--- config.mk ---
export PLATFORM = sky130hd
export DESIGN_NAME = a429_tx_serializer
export DESIGN_NICKNAME = d
export VERILOG_FILES = /design/src/rtl/a429_tx_serializer.sv
export SDC_FILE = /design/constraint.sdc
export NUM_CORES = 1
export LEC_CHECK = 0
export BUFFER_PORTS_ARGS = -buffer_cell sky130_fd_sc_hd__buf_2
export CAP_MARGIN = 0
export CORE_ASPECT_RATIO = 0.7
export CORE_MARGIN = 4
export CORE_UTILIZATION = 50
export CTS_BUF_LIST = sky130_fd_sc_hd__clkbuf_16
export DETAILED_ROUTE_END_ITERATION = 8
export GPL_TIMING_DRIVEN = 0
export PLACE_DENSITY_LB_ADDON = 0.15
export REMOVE_ABC_BUFFERS = 1
export SLEW_MARGIN = 40
export SYNTH_ARGS = -nofsm -noshare
export SYNTH_HDL_FRONTEND = slang
export SYNTH_SLANG_ARGS = --single-unit
--- constraint.sdc ---
create_clock -name clk -period 5 [get_ports clk]
set_input_delay 0.5 -clock clk [delete_from_list [all_inputs] [get_ports clk]]
set_output_delay 0.5 -clock clk [all_outputs]
set_load 0.02 [all_outputs]
--- src/rtl/a429_tx_serializer.sv ---
module a429_tx_serializer #(
  parameter int FIFO_DEPTH = 32,
  parameter int FAST_DIV   = 10,
  parameter int SLOW_DIV   = 80,
  parameter int GAP_BITS   = 4
) (
  input  logic        clk,
  input  logic        rst_n,
  input  logic [15:0] bus_in,
  input  logic        load_lo,
  input  logic        load_hi,
  input  logic        tx_en,
  input  logic        slow_rate,
  input  logic        par_en,
  input  logic        par_even,
  input  logic        linear_map,
  output logic        line_one,
  output logic        line_zero,
  output logic        bit_clk,
  output logic        fifo_empty,
  output logic        half_full_n,
  output logic        full_n,
  output logic        tx_ready
);
  localparam int AW = $clog2(FIFO_DEPTH);
  localparam int CW = $clog2(FIFO_DEPTH + 1);
  localparam int PW = $clog2(SLOW_DIV);
  localparam int GW = $clog2(GAP_BITS + 1);
  localparam logic [CW-1:0] DEPTH_C = CW'(FIFO_DEPTH);
  localparam logic [CW-1:0] HALF_C  = CW'(FIFO_DEPTH / 2);

  typedef enum logic [1:0] {ST_IDLE, ST_SEND, ST_GAP} tx_state_t;

  function automatic logic [31:0] assemble(input logic [15:0] lo, input logic [15:0] hi,
                                           input logic lin);
    logic [31:0] w;
    if (lin) begin
      w = {hi, lo};
    end else begin
      w = '0;
      for (int k = 0; k < 8; k++) w[k] = lo[7-k];
      w[31]    = lo[8];
      w[29]    = lo[9];
      w[30]    = lo[10];
      w[9:8]   = lo[12:11];
      w[12:10] = lo[15:13];
      w[28:13] = hi;
    end
    return w;
  endfunction

  logic [15:0]   lo_hold;
  logic [31:0]   mem [FIFO_DEPTH];
  logic [AW-1:0] wr_ptr, rd_ptr;
  logic [CW-1:0] count;
  logic [PW-1:0] phase, div_m1, half_mark;
  logic [31:0]   shreg, head, word_out;
  logic [4:0]    bit_cnt;
  logic [GW-1:0] gap_cnt;
  tx_state_t     state;
  logic          tick, push, pop, launch, sending, head_par, gap_done, last_bit;

  assign div_m1    = slow_rate ? PW'(SLOW_DIV - 1) : PW'(FAST_DIV - 1);
  assign half_mark = slow_rate ? PW'(SLOW_DIV / 2) : PW'(FAST_DIV / 2);
  assign tick      = (phase >= div_m1);
  assign bit_clk   = (phase < half_mark);

  assign push     = load_hi && (count != DEPTH_C);
  assign sending  = (state == ST_SEND);
  assign gap_done = (state == ST_GAP) && (gap_cnt == GW'(GAP_BITS - 1));
  assign last_bit = sending && (bit_cnt == 5'd31);
  assign launch   = tick && tx_en && (count != '0) && ((state == ST_IDLE) || gap_done);
  assign pop      = launch;

  assign head     = mem[rd_ptr];
  assign head_par = par_even ? ^head[30:0] : ~^head[30:0];
  assign word_out = par_en ? {head_par, head[30:0]} : head;

  assign fifo_empty  = (count == '0);
  assign half_full_n = (count < HALF_C);
  assign full_n      = (count != DEPTH_C);
  assign line_one    = sending && shreg[0]  && bit_clk;
  assign line_zero   = sending && !shreg[0] && bit_clk;

  always_ff @(posedge clk) begin
    if (load_lo) lo_hold <= bus_in;
    if (push) mem[wr_ptr] <= assemble(lo_hold, bus_in, linear_map);
  end

  always_ff @(posedge clk) begin
    if (!rst_n) begin
      wr_ptr <= '0;
      rd_ptr <= '0;
      count  <= '0;
    end else begin
      if (push) wr_ptr <= (wr_ptr == AW'(FIFO_DEPTH - 1)) ? '0 : wr_ptr + 1'b1;
      if (pop)  rd_ptr <= (rd_ptr == AW'(FIFO_DEPTH - 1)) ? '0 : rd_ptr + 1'b1;
      count <= count + CW'(push) - CW'(pop);
    end
  end

  always_ff @(posedge clk) begin
    if (!rst_n) phase <= '0;
    else        phase <= tick ? '0 : phase + 1'b1;
  end

  always_ff @(posedge clk) begin
    if (!rst_n) begin
      state   <= ST_IDLE;
      shreg   <= '0;
      bit_cnt <= '0;
      gap_cnt <= '0;
    end else if (launch) begin
      state   <= ST_SEND;
      shreg   <= word_out;
      bit_cnt <= '0;
    end else if (tick) begin
      case (state)
        ST_SEND: begin
          if (last_bit) begin
            state   <= ST_GAP;
            gap_cnt <= '0;
          end else begin
            shreg   <= shreg >> 1;
            bit_cnt <= bit_cnt + 1'b1;
          end
        end
        ST_GAP: begin
          if (gap_done) state <= ST_IDLE;
          else          gap_cnt <= gap_cnt + 1'b1;
        end
        default: state <= ST_IDLE;
      endcase
    end
  end

  always_ff @(posedge clk) begin
    if (!rst_n)                               tx_ready <= 1'b1;
    else if (push)                            tx_ready <= 1'b0;
    else if (tick && last_bit && count == '0) tx_ready <= 1'b1;
  end
endmodule

# --- After elaboration in Yosys (flattened, before gate mapping) ---
# Memories as Yosys holds them, arrays and structs flattened. A register that Yosys moved wholly into a read port is not among the register bits.
# Index checks and enable logic that the tools add are counted.
classes:
  add_sub_neg: 7
  order_cmp: 3
  eq_ne: 13
  muxes: 26
  bitwise_logic: 3
  reduce_logical: 30
op_table:
  columns: ["operator", "n"]
  rows:
  - ["2-to-1 mux 32 bit", 7]
  - ["XNOR reduction 31 bit", 1]
  - ["parity 31 bit", 1]
  - ["2-to-1 mux 5 bit", 4]
  - ["adder 5 x 1 -> 5 bit, second input constant", 3]
  - ["== test 5 bit, second input constant", 3]
  - ["logical AND 1 bit", 12]
  - ["AND reduction 3 bit", 4]
  - ["nonzero test 2 bit", 4]
  - ["adder 7 x 1 -> 7 bit, second input constant", 1]
  - [">= comparator 7 bit", 1]
  - ["< comparator 7 x 6 -> 1 bit", 1]
  - ["2-to-1 mux 1 bit", 7]
  - ["2-to-1 mux 7 bit", 1]
  - ["adder 6 x 1 -> 6 bit", 1]
  - ["logical NOT 6 bit", 1]
  - ["< comparator 6 x 5 -> 1 bit, second input constant", 1]
  - ["2-to-1 mux 3 bit", 2]
  - ["2-to-1 mux 6 bit", 1]
  - ["!= test 2 bit, second input constant", 3]
  - ["!= test 6 bit, second input constant", 1]
  - ["case mux 3 bit (2 select lines)", 1]
  - ["nonzero test 6 bit", 1]
  - ["subtractor 6 x 1 -> 6 bit", 1]
  - ["15 further kinds", 19]
word_totals:
  regBits: 82
  ramBits: 1024
  out_inout_bits: 7
  elab_cells: 94
  n_memories: 1
memory_table:
  columns: ["memory", "depth", "word_bits", "rd", "rd_clocked_by_memory_dff", "write_ports", "line_no", "rtl"]
  rows:
  - ["mem", 32, 32, 1, 1, 1, "53", "logic [31:0] mem [FIFO_DEPTH];"]

# --- Longest topological paths before layout ---
# Gate-level depths: netlist of the first run.
depth:
  depth_word: 7
  mapped_depth: 18
  depth_no_buf: 18

# --- Worst setup path after synthesis of the first run ---
# Ideal clock, no wire load.
synth_path:
  kind: "register to register"
  start: "reg (tool-made name)"
  end: "reg shreg[31]"
  arrival_time_ns: 3.762
  t_required_ns: 4.880
  setup_slack_ns: 1.118
  path_stages_with_launch: 13
  cell_sequence: "dfxtp_1 -> buf_6 -> buf_2 -> mux4_2 -> mux4_2 -> mux2_2 -> xnor2_1 -> xnor3_1 -> xnor3_1 -> xnor3_1 -> xnor3_1 -> and3_1 -> o31a_1"
synth_rtl:
  columns: ["element", "line_no", "rtl"]
  rows:
  - ["end signal, assigned", "115", "shreg <= word_out;"]
  - ["end signal, assigned", "124", "shreg <= shreg >> 1;"]
  - ["end, declared", "57", "logic [31:0] shreg, head, word_out;"]

==> flow_summary.yaml, run 1 <==
outcome:
  status: "finished clean"
timing:
  finalSetupViolCount: 0
  drv_slew: 0
  min_period_over_period_pct: 96.0
  clock.fmax_mhz: 208
  fin_worst_skew_ns: 0.0131
  period_minus_slack_ns: 4.80
  tightest_slew_ns: 0.847
  fin_ws_ns: 0.199
  fin_tns_setup_ns: 0
  hold_slack_ns: 0.0938
  finalHoldViolations: 0
  relSlewSlack_pct: 43.4
  rsz0062_at_grt: "false"
routing:
  routed_wl_um: 110000
  firstDrtPassIters: 5
  drt-initial-drc-count: 2584
  drtAntennaViolNets: 0
  wl_per_cell_um: 31.9
  drcViolationCount: 0
  via_per_inst: 6.35
  vias: 21900
grt:
  grt_pass1_vias: 21600
  track_usage_pct: 23.9
  antenna_found_initial: 1
  overflow: 0
  grt_pass1_wl_um: 158000
  grt_max_degree: 57
floorplan:
  fp.dieW_um: 362
  die_h_um: 256
  start_util_pct: 50.6
  ios: 32
  die_area_um2: 92600
  fp-row-count: 90
  core_area_um2: 86600
layout:
  area_growth_pct: 16.8
  drive_above_1_share_pct: 28.4
  final_nets: 2269
  n_antenna_cell: 0
  final_util_pct: 59.2
  layout_common_cells: "edfxtp_1 (1,040), mux4_2 (254), clkbuf_16 (108)"
  fin_area_um2: 51200
  final_common_cell: "edfxtp_1"
worst_setup_path:
  crit_path_start_kind: "register"
  critPathRequiredTime_ns: 5.55
  critPathKind: "register to register"
  cp_max_fo: 26
  cpMostUsedCell: "xnor3_1"
  cpMaxStageDelayCell: "mux4_2"
  critPathTopFamily: "XOR/XNOR gates"
  arrival_ns: 5.35
  path_buf_inv: 4
  crit_chain: "buf_4 -> buf_12 -> buf_12 -> buf_12 -> mux4_2 -> mux4_2 -> a21o_1 -> xnor3_1 -> xnor3_1 -> xnor3_1 -> xnor3_1 -> and3_1 -> o31a_1"
  worstSetupEndpointType: "register"
  cpPeakStageDelay_ns: 0.54
placement:
  place.gp.congestion: 0.746
  dpl.hpwl_um: 73500
  place_area_um2: 47900
  io_buffers: 31
  post-place-ws_ns: -0.206
hold_path:
  hold_path.class: "input pin to register"
  min_from: "bus_in[12]"
clock_network:
  cts.sinks: 1111
  htreeDepth: 3
  clockBufferDepth: 3
  cts_buffers: 102
  cts_tree: "built"
  clkLatencyLatePin_ns: 0.67
  clk_pin_slew_worst_paths_ns: 0.06
  clockRootBuffer: "clkbuf_16"
logic_synthesis:
  syn_inst: 2051
  netlist_area_um2: 43800
  ys_seq_area_share_pct: 74.5
  synthArstFlopShare_pct: 0
  synth_flop_cell: "edfxtp_1"
  synthDistinctLibCells: 53
  synth_enable_flop_cells: 1040
  synth_warnings: 0
  ys_ff_latch: 1111
  synth.avg_cell_area_um2: 21.4
power_and_ir_drop:
  irDropWorstVdd_mv: 0.301
  power_density_nw_per_um2: 375
  leakage_nw: 16.6
run:
  maxCapViolCount: 0
Yosys cell counts (all sizes together), types with 2 or more instances:
cell type / number / area [um^2]
edfxtp: 1040 / 31200
mux4: 274 / 6250
dfxtp: 71 / 1420
buf: 70 / 584
nor2: 66 / 248
mux2i: 63 / 631
nand2: 56 / 210
clkbuf: 41 / 154
mux2: 41 / 462
a22oi: 33 / 248
o211a: 31 / 310
ha: 28 / 350
a21oi: 26 / 130
a221oi: 26 / 228
and2: 18 / 113
xnor2: 16 / 163
xor2: 16 / 140
inv: 13 / 48.8
o21bai: 13 / 97.6
nor2b: 12 / 75.1
and3: 11 / 68.8
a21o: 9 / 67.6
o21ai: 9 / 45.0
a21boi: 8 / 60.1
a31oi: 8 / 56.3
a22o: 6 / 52.6
nand3: 6 / 30.0
nand3b: 5 / 37.5
nor3: 5 / 25.0
xnor3: 5 / 113
nor3b: 3 / 22.5
or3: 3 / 18.8
a211oi: 2 / 15.0
a32o: 2 / 20.0
clkinv: 2 / 7.51
nand2b: 2 / 12.5
or3b: 2 / 17.5
or4: 2 / 15.0
per-layer routing:
metal	track usage, %	routed length, um	vias up
met3	4.16	9090	173
met4	5.55	2570	0
met2	37.5	52300	1008
met5	0	0	-
li1	-	-	8897
met1	35.5	46200	11900
area by class of cell:
type / count / area (um^2)
flip-flops and latches: 1111 / 32700
clock buffers: 107 / 2680
inverters: 15 / 63.8
multi-input cells: 814 / 10700
repair buffers: 171 / 3100
clock inverters: 86 / 581
fillers: 5988 / 35400
well taps: 1150 / 1440
worst paths after layout:
| path | endpoint | slack, ns | depth (start not counted) |
|---|---|---|---|
| max | shreg[31] | 0.20 | 13 |
| max reg2reg | shreg[31] | 0.20 | 13 |
| min reg2reg | phase[0] | 0.49 | 1 |
| min | lo_hold[12] | 0.09 | 1 |
logic make-up (layout without fill, tap and decap cells):
kind of cell    Yosys count  count (layout)  share of synthesized area [%]
compound gates          175             175                           3.07
xor+xnor                 37              37                          0.947
fa+ha+maj                29              29                          0.845
buf+inv                 126             379                           1.81
flops                  1111            1111                           74.5
mux                     378             378                           16.7
simple gates            195             195                           2.11
worst register-to-register path, delay by kind of cell, from the launching register on:
family | cells | cell delay, ns
xor+xnor | 4 | 1.56
mux | 2 | 1.08
buf+inv | 4 | 0.97
compound gates | 2 | 0.51
flops | 1 | 0.37
simple gates | 1 | 0.19
power by group:
group | switching (mW) | total (mW) | internal [mW]
logic | 0.723 | 1.20 | 0.476
clock network | 3.32 | 7.59 | 4.26
registers | 0.0429 | 10.4 | 10.4
stage by stage:
step	cells	total power [mW]
global route	3454	19.9
finish	3454	19.2
CTS	3452	19.4
detailed placement	3256	11.8
global placement	3121	11.7
floorplan	1940	11.4
registers in the layout (all words and copies together) (netlist names), named ones only:
signal    cells
count         6
mem        1024
lo_hold      16
shreg        32
gap_cnt       3
wr_ptr        5
phase         7
tx_ready      1
state         2
bit_cnt       5
rd_ptr        5
timing repair:
| action | CTS | global route |
|---|---|---|
| endpoints found under the setup margin | 1 | 1 |
| setup buffers | 3 | 1 |
| hold buffers | 0 | 0 |
| cloned | 0 | 1 |
| gates resized for setup | 1 | 2 |
(Power assumes the default switching activity.)
==> run 2, diff against run 1 <==
Settings changed: REMOVE_ABC_BUFFERS 1 to unset.
==> run 2 against run 1 <==
Register-to-register slack got worse by 0.12 ns; critical path depth rose by 4; global-route usage increased by 2.4 points; die area is the same; sequential cell count is the same; clock skew is 0.0084 ns higher; clock-buffer cell count rose by 3; wire length increased by 10%; non-clock buffer count increased by 64; maximum frequency down 2.5%; critical path type unchanged; highest routed layer unchanged.
==> flow_summary.yaml, run 2 (synthesized netlist as in run 1, its figures left out) <==
outcome:
  status: "finished clean"
grt:
  antenna_found_initial: 5
  track_usage_pct: 26.3
  grt_pass1_wl_um: 170000
  overflow: 0
  grt_max_degree: 33
  grt_pass1_vias: 21900
placement:
  place_area_um2: 47800
  dpl.hpwl_um: 83800
  dpl.cell_count: 3328
  io_buffers: 29
  place.gp.congestion: 0.805
layout:
  drive_above_1_share_pct: 29.4
  final_common_cell: "edfxtp_1"
  reg_top3: "mem x1024, shreg x32, lo_hold x16"
  final_nets: 2334
  fin_area_um2: 51200
  final_cells: 3520
  largest_register_ffs: 1024
  regMostFlops: "mem"
  layout_common_cells: "edfxtp_1 (1,040), mux4_2 (254), clkbuf_16 (110)"
  area_growth_pct: 16.8
timing:
  drv_slew: 0
  clock.fmax_mhz: 203
  tightest_slew_ns: 0.835
  finalSetupViolCount: 0
  fin_worst_skew_ns: 0.0215
  finalHoldViolations: 0
  fin_tns_setup_ns: 0
  min_period_over_period_pct: 98.5
  hold_slack_ns: 0.0719
  period_minus_slack_ns: 4.92
  relSlewSlack_pct: 44.2
  rsz0062_at_grt: "false"
worst_setup_path:
  path_buf_inv: 7
  worst_r2r_endpoint: "shreg[31]"
  rrSetupSlack_ns: 0.08
  cpPeakStageDelay_ns: 0.36
  worstSetupEndpointType: "register"
  cpMaxStageDelayCell: "xnor3_1"
  arrival_ns: 5.48
  cp_max_fo: 10
  critPathTopFamily: "buffers and inverters"
  critPathRequiredTime_ns: 5.55
  crit_chain: "buf_2 -> buf_4 -> buf_4 -> buf_4 -> clkbuf_4 -> buf_4 -> buf_4 -> mux4_2 -> mux2i_2 -> nor2_1 -> nor3_1 -> a31oi_1 -> xnor2_1 -> xnor3_1 -> xnor3_1 -> and3_1 -> o31a_1"
  critPathKind: "register to register"
  cpMostUsedCell: "buf_4"
  crit_end: "shreg[31]"
  crit_path_start_kind: "register"
  r2r_cells: 17
  cp.depth: 17
floorplan:
  ios: 32
  fp-row-count: 90
  start_util_pct: 50.6
  die_area_um2: 92600
  core_area_um2: 86600
  die_h_um: 256
  fp.dieW_um: 362
routing:
  routed_wl_um: 121000
  wl_per_cell_um: 34.4
  vias: 22900
  via_per_inst: 6.50
  drt-initial-drc-count: 3361
  drtAntennaViolNets: 0
  drcViolationCount: 0
  firstDrtPassIters: 5
clock_network:
  cts-hold-fix-buffers: 0
  cts_tree: "built"
  cts_buffers: 103
  clkLatencyLatePin_ns: 0.67
  cts_setup_buffers: 0
  cts.sinks: 1111
  clockBufferDepth: 3
  clockRootBuffer: "clkbuf_16"
  htreeDepth: 3
  clk_pin_slew_worst_paths_ns: 0.07
hold_path:
  whs_path_depth: 1
  hold_path.class: "input pin to register"
logic_synthesis:
  synth.net_count: 2105
power_and_ir_drop:
  power_density_nw_per_um2: 382
  irDropWorstVdd_mv: 0.345
  leakage_nw: 16.6
run:
  maxCapViolCount: 0
run 2: cell types whose count changed in the layout (fill, tap and decap cells not counted), moves of 7 or more:
| cell | previous run | this run |
|---|---|---|
| clkbuf_1 | 0 | 23 |
| inv_1 | 46 | 26 |
| buf_2 | 31 | 47 |
| clkbuf_2 | 0 | 16 |
| buf_12 | 22 | 7 |
| buf_6 | 1 | 14 |
| buf_16 | 64 | 52 |
| buf_8 | 42 | 50 |
| clkbuf_4 | 0 | 7 |
| clkinv_1 | 25 | 32 |
run 2: stage by stage:
| stage | power [mW] | setup WS, ns | utilization [%] |
|---|---|---|---|
| finish | 19.5 | 0.0760 | 59.1 |
| global route | 20.1 | 0.00336 | 59.1 |
| detailed placement | 11.9 | -0.221 | 55.2 |
| CTS | 19.6 | 0.0237 | 59.1 |
| global placement | 11.8 | -1.16 | 52.5 |
| floorplan | 11.4 | 1.12 | - |
run 2: what timing repair did:
item | CTS | global route
gates resized for setup | 7 | 19
endpoints found under the setup margin | 1 | 1
pin swaps | 0 | 1
run 2: routing by layer:
layer,vias to the layer above,global-route usage [%],share of wire [%]
met2,1441,36.1,42
met1,12200,42.6,43
met5,-,0,0
met3,179,6.27,13
li1,9037,-,-
met4,0,6.33,2.5
run 2: how the worst min path moves through the flow:
stage | end | slack [ns] | start
2_1_floorplan | phase[0] | 0.44 | phase[0]
3_3_place_gp | phase[0] | 0.46 | phase[0]
6_report | lo_hold[0] | 0.07 | bus_in[0]
4_1_cts | lo_hold[0] | 0.03 | bus_in[0]
3_5_place_dp | phase[0] | 0.47 | phase[0]
5_1_grt | lo_hold[0] | 0.06 | bus_in[0]
run 2: final cells by class:
class	count	area (um^2)
Sequential cell	1111	32700
Tap cell	1150	1440
Clock inverter	84	601
Antenna cell	1	2.50
Timing Repair Buffer	127	2270
Buffer	108	787
Fill cell	6134	35400
Inverter	15	56.3
Clock buffer	110	2750
Multi-Input combinational cell	814	10700
run 2: report_power, final:
part	total, mW	switching [mW]	internal (mW)
sequential	10.4	0.0425	10.4
clock	7.81	3.43	4.38
combinational	1.28	0.792	0.491
